**src/rtl/syncfg_pkg.sv**
```systemverilog
package syncfg_pkg;
  parameter int unsigned M_W_DEF = 7;
  parameter int unsigned N_W_DEF = 2;
  parameter int unsigned T_W_DEF = 3;

  typedef enum logic {
    MODE_PAR = 1'b0,
    MODE_SER = 1'b1
  } cfg_mode_e;
endpackage

```
**src/rtl/syncfg_edge.sv**
```systemverilog
module syncfg_edge #(
  parameter logic RST_VAL = 1'b0
) (
  input  logic clk_i,
  input  logic rst_ni,
  input  logic sig_i,
  output logic rise_o,
  output logic fall_o
);
  logic sig_q;

  always_ff @(posedge clk_i or negedge rst_ni) begin
    if (!rst_ni) sig_q <= RST_VAL;
    else         sig_q <= sig_i;
  end

  assign rise_o = sig_i & ~sig_q;
  assign fall_o = ~sig_i & sig_q;
endmodule

```
**src/rtl/syncfg_shift.sv**
```systemverilog
module syncfg_shift #(
  parameter int unsigned W = 12
) (
  input  logic         clk_i,
  input  logic         rst_ni,
  input  logic         en_i,
  input  logic         din_i,
  output logic [W-1:0] word_o,
  output logic         msb_o
);
  logic [W-1:0] sr_q;

  always_ff @(posedge clk_i or negedge rst_ni) begin
    if (!rst_ni)   sr_q <= '0;
    else if (en_i) sr_q <= {sr_q[W-2:0], din_i};
  end

  assign word_o = sr_q;
  assign msb_o  = sr_q[W-1];
endmodule

```
**src/rtl/syncfg_hold.sv**
```systemverilog
module syncfg_hold
  import syncfg_pkg::*;
#(
  parameter int unsigned M_W = M_W_DEF,
  parameter int unsigned N_W = N_W_DEF,
  parameter int unsigned T_W = T_W_DEF,
  localparam int unsigned SR_W = M_W + N_W + T_W
) (
  input  logic            clk_i,
  input  logic            rst_ni,
  input  cfg_mode_e       mode_i,
  input  logic            strobe_i,
  input  logic [M_W-1:0]  m_par_i,
  input  logic [N_W-1:0]  n_par_i,
  input  logic [SR_W-1:0] word_i,
  output logic [M_W-1:0]  m_o,
  output logic [N_W-1:0]  n_o,
  output logic [T_W-1:0]  t_o
);
  localparam int unsigned N_LSB = M_W;
  localparam int unsigned T_LSB = M_W + N_W;

  logic [M_W-1:0] m_q;
  logic [N_W-1:0] n_q;
  logic [T_W-1:0] t_q;

  always_ff @(posedge clk_i or negedge rst_ni) begin
    if (!rst_ni) begin
      m_q <= '0;
      n_q <= '0;
      t_q <= '0;
    end else if (mode_i == MODE_PAR) begin
      m_q <= m_par_i;
      n_q <= n_par_i;
      t_q <= '0;  // quiet test output while pins drive config
    end else if (strobe_i) begin
      m_q <= word_i[M_W-1:0];
      n_q <= word_i[N_LSB +: N_W];
      t_q <= word_i[T_LSB +: T_W];
    end
  end

  assign m_o = m_q;
  assign n_o = n_q;
  assign t_o = t_q;
endmodule

```
**src/rtl/syncfg_port.sv**
```systemverilog
module syncfg_port
  import syncfg_pkg::*;
#(
  parameter int unsigned M_W = M_W_DEF,
  parameter int unsigned N_W = N_W_DEF,
  parameter int unsigned T_W = T_W_DEF,
  localparam int unsigned SR_W = M_W + N_W + T_W
) (
  input  logic           clk_i,
  input  logic           rst_ni,
  input  logic           par_load_n_i,
  input  logic [M_W-1:0] m_par_i,
  input  logic [N_W-1:0] n_par_i,
  input  logic           sclk_i,
  input  logic           sdata_i,
  input  logic           sload_i,
  output logic [M_W-1:0] m_o,
  output logic [N_W-1:0] n_o,
  output logic [T_W-1:0] t_o,
  output logic           sout_o
);
  cfg_mode_e       mode;
  logic            sclk_rise, sclk_fall;
  logic            sload_rise, sload_fall;
  logic [SR_W-1:0] word;

  assign mode = par_load_n_i ? MODE_SER : MODE_PAR;

  // reset to 1 so a clock already high out of reset is not a rise
  syncfg_edge #(.RST_VAL(1'b1)) u_sclk_edge (
    .clk_i  (clk_i),
    .rst_ni (rst_ni),
    .sig_i  (sclk_i),
    .rise_o (sclk_rise),
    .fall_o (sclk_fall)
  );

  syncfg_edge #(.RST_VAL(1'b0)) u_sload_edge (
    .clk_i  (clk_i),
    .rst_ni (rst_ni),
    .sig_i  (sload_i),
    .rise_o (sload_rise),
    .fall_o (sload_fall)
  );

  syncfg_shift #(.W(SR_W)) u_shift (
    .clk_i  (clk_i),
    .rst_ni (rst_ni),
    .en_i   (sclk_rise && mode == MODE_SER),
    .din_i  (sdata_i),
    .word_o (word),
    .msb_o  (sout_o)
  );

  syncfg_hold #(.M_W(M_W), .N_W(N_W), .T_W(T_W)) u_hold (
    .clk_i    (clk_i),
    .rst_ni   (rst_ni),
    .mode_i   (mode),
    .strobe_i (sload_fall),
    .m_par_i  (m_par_i),
    .n_par_i  (n_par_i),
    .word_i   (word),
    .m_o      (m_o),
    .n_o      (n_o),
    .t_o      (t_o)
  );

  logic unused_edges;
  assign unused_edges = sclk_fall | sload_rise;
endmodule

```
**config.mk**
```make
export PLATFORM = sky130hd
export DESIGN_NAME = syncfg_port
export DESIGN_NICKNAME = d
export VERILOG_FILES = /design/src/rtl/syncfg_pkg.sv /design/src/rtl/syncfg_edge.sv /design/src/rtl/syncfg_shift.sv /design/src/rtl/syncfg_hold.sv /design/src/rtl/syncfg_port.sv
export SDC_FILE = /design/constraint.sdc
export NUM_CORES = 1
export LEC_CHECK = 0
export ABC_CLOCK_PERIOD_IN_PS = 1100
export BUFFER_PORTS_ARGS = -buffer_cell sky130_fd_sc_hd__buf_2
export CAP_MARGIN = 10
export CORE_AREA = 2 2 53 55
export CTS_CLUSTER_DIAMETER = 30
export DETAILED_ROUTE_END_ITERATION = 8
export DIE_AREA = 0 0 55 57
export GPL_TIMING_DRIVEN = 0
export PLACE_DENSITY_LB_ADDON = 0.12
export SLEW_MARGIN = 20
export SYNTH_ARGS = -nofsm -noshare
export SYNTH_HDL_FRONTEND = slang
export SYNTH_SLANG_ARGS = --single-unit
```
**constraint.sdc**
```tcl
create_clock -name clk_i -period 1.1 [get_ports clk_i]
set_input_delay 0.22 -clock clk_i [delete_from_list [all_inputs] [get_ports clk_i]]
set_output_delay 0.22 -clock clk_i [all_outputs]
set_load 0.01 [all_outputs]
```
==> flow_summary_export.csv <==
group,metric,value,unit
status,status,"finished, violations left",
status,violations,"negative setup slack",
logic_synthesis,synthDistinctLibCells,13,
clock_tree,numCtsBuffers,3,
grt,use_met3,0.02356,
worst_setup_path,critPathMaxFanout,5,
floorplan,die_h,57,µm
power,pwr_density_cell,1680,nW/µm²
floorplan,core,2615,µm²
route,drc,0,
clock_tree,clkTransAtPathRegs,0.16,ns
logic_synthesis,syn_nets,92,
route,drtIter0Drc,2,
worst_setup_path,rrSetupSlack,-0.14,ns
cells_and_area,nets,142,
timing,fin_ws,-0.1434,ns
route,antenna_left,0,
grt,grt_remaining_overflow,0,
floorplan,start_util,0.4163,
grt,first_global_vias,700,
cells_and_area,diodes,0,
logic_synthesis,yosys_warnings,0,
clock_tree,cts_root_buffer,"clkbuf_4",
timing,rsz0062_at_grt,"yes",
floorplan,die_area,3135,µm²
worst_setup_path,crit_type,"register to register",
timing,worst_pin_slew,0.5874,ns
grt,grt_pass1_wl,3298,µm
route,via_per_inst,4.739,
route,wl_per_cell,14.17,µm
timing,period_share,1.130,
cells_and_area,nFillCells,231,
placement,dp_hpwl,1311,µm
grt,antenna_found_initial,0,
placement,place_ws,-0.1331,ns
route,dr.pass1.iters,2,
logic_synthesis,syn_avg_cell_area,14.14,µm²
grt,use_met2,0.2211,
cells_and_area,syn_to_final_growth,41.03,%
timing,clock_skew,0.01347,ns
worst_setup_path,cp-start-kind,"register",
clock_tree,cts.sinks,26,
power,leakage,0.8446,nW
grt,track_usage,0.1435,
flow_run,max_cap_violations,0,
worst_setup_path,critPathRequiredTime,1.33,ns
logic_synthesis,syn-cell-area,1089,µm²
floorplan,die_w,55,µm
timing,maxSlewViolCount,0,
clock_tree,clockBufferDepth,2,
floorplan,io_pins,28,
timing,slew_headroom,0.6084,
logic_synthesis,synth_seq_area_share,0.5989,
logic_synthesis,syn_inst,77,
timing,fmax,804.3,MHz
grt,grt-busiest-layer,"met2",
worst_setup_path,cp.arrival,1.48,ns
clock_tree,cts_max_level,1,
cells_and_area,drive_above_1_share,0.5000,
clock_tree,insertion_delay,0.33,ns
logic_synthesis,ys_ff_latch,26,
grt,grt_max_degree,27,
route,wirelength,2224,µm
timing,fin_crit,1.243,ns
grt,grt_use_met1,0.2028,
power,ir_drop,1.123,mV
floorplan,num_rows,19,
timing,whs,0.01261,ns
route,vias,744,
placement,place.gp.congestion,0.6931,
worst_setup_path,crit_path_end_kind,"register",
hold_path,hp-class,"input pin to register",
timing,setup_viol,13,
timing,fin_setup_tns,-1.498,ns
timing,timing.final.hold_violations,0,
clock_tree,tritoncts,"built",
placement,port_buffers,27,
placed cells by master (no fill, tap or decap), drive strengths merged, types with 2 or more instances in the layout:
master,n
mux2,12
clkbuf,7
nor2,9
buf,43
mux2i,12
nor2b,3
a21oi,9
dlygate4sd3,2
dfrtp,25
stage by stage:
| step | cell area, µm² | power [mW] | utilization | instances |
|---|---|---|---|---|
| 3_5_place_dp | 1275 | 1.805 | 0.4876 | 135 |
| 3_3_place_gp | 1275 | 1.792 | 0.4876 | 135 |
| 4_1_cts | 1385 | 2.502 | 0.5297 | 144 |
| 2_1_floorplan | 1101 | 1.634 | - | 77 |
| 6_report | 1535 | 2.579 | 0.5871 | 157 |
| 5_1_grt | 1535 | 2.702 | 0.5871 | 157 |
area by class of cell:
| type | instances | area, µm² | area share |
|---|---|---|---|
| buffer | 4 | 47.55 | 0.03097 |
| multi-input combinational | 47 | 427.9 | 0.2787 |
| sequential | 26 | 651.9 | 0.4246 |
| tap | 31 | 38.79 | 0.02526 |
| clock buffer | 3 | 22.52 | 0.01467 |
| clock inverter | 1 | 30.03 | 0.01956 |
| timing repair buffer | 45 | 316.6 | 0.2062 |
worst paths after layout:
path / endpoint / start / cells after the start
setup reg to reg: u_shift.word_o[6] / u_sclk_edge.sig_q / 3
setup / recovery: u_shift.word_o[6] / u_sclk_edge.sig_q / 3
max in group asynchronous: u_sclk_edge.sig_q / rst_ni / 2
hold reg to reg: u_shift.word_o[3] / u_shift.word_o[2] / 1
hold / removal: u_sload_edge.sig_q / sload_i / 1
min in group asynchronous: u_shift.word_o[9] / rst_ni / 2
cell families after synthesis:
kind of cell	Yosys count	share of synthesized area
AOI/OAI and AO/OA	9	0.04138
and+or+nand+nor	14	0.06667
DFF	26	0.5989
muxes	24	0.2690
buffers and inverters	4	0.02414
layer usage:
metal | vias up | share of wire
met2 | 12 | 0.48
met1 | 366 | 0.48
li1 | 364 | -
met4 | 0 | 0.0067
met3 | 2 | 0.028
met5 | - | 0
Yosys cell counts, drive strengths merged:
| cell type | count | area, µm² |
|---|---|---|
| clkbuf | 2 | 7.510 |
| nand2b | 1 | 8.760 |
| nor2 | 9 | 33.78 |
| dfrtp | 25 | 625.6 |
| mux2i | 12 | 120.1 |
| mux2 | 12 | 172.7 |
| nor2b | 3 | 18.77 |
| nand3b | 1 | 11.26 |
| dfstp | 1 | 26.28 |
| buf | 2 | 18.77 |
| a21oi | 9 | 45.04 |
registers in the layout, summed over array words and instances (netlist names):
register / cells
u_hold.m_o: 7
u_hold.n_o: 2
u_hold.t_o: 3
u_sclk_edge.sig_q: 1
u_shift.word_o: 12
u_sload_edge.sig_q: 1
worst max-delay path, cell delays in order (launching register included):
cell,delay (ns)
dfstp_2,0.54
nand3b_4,0.16
clkbuf_16,0.16
mux2_4,0.29
where the power goes:
part / switching [mW] / internal (mW)
clock: 0.301 / 0.368
combinational: 0.203 / 0.395
sequential: 0.153 / 1.16
what timing repair did:
item                                   CTS  global route
pin swaps                                0             2
resized for setup                        4             3
endpoints found under the hold margin   25             1
hold buffers                             1             1
cloned                                   0             2
setup endpoints to repair               28            31
setup buffers                            4            10
No activity file was read; power rests on OpenSTA's default activity.
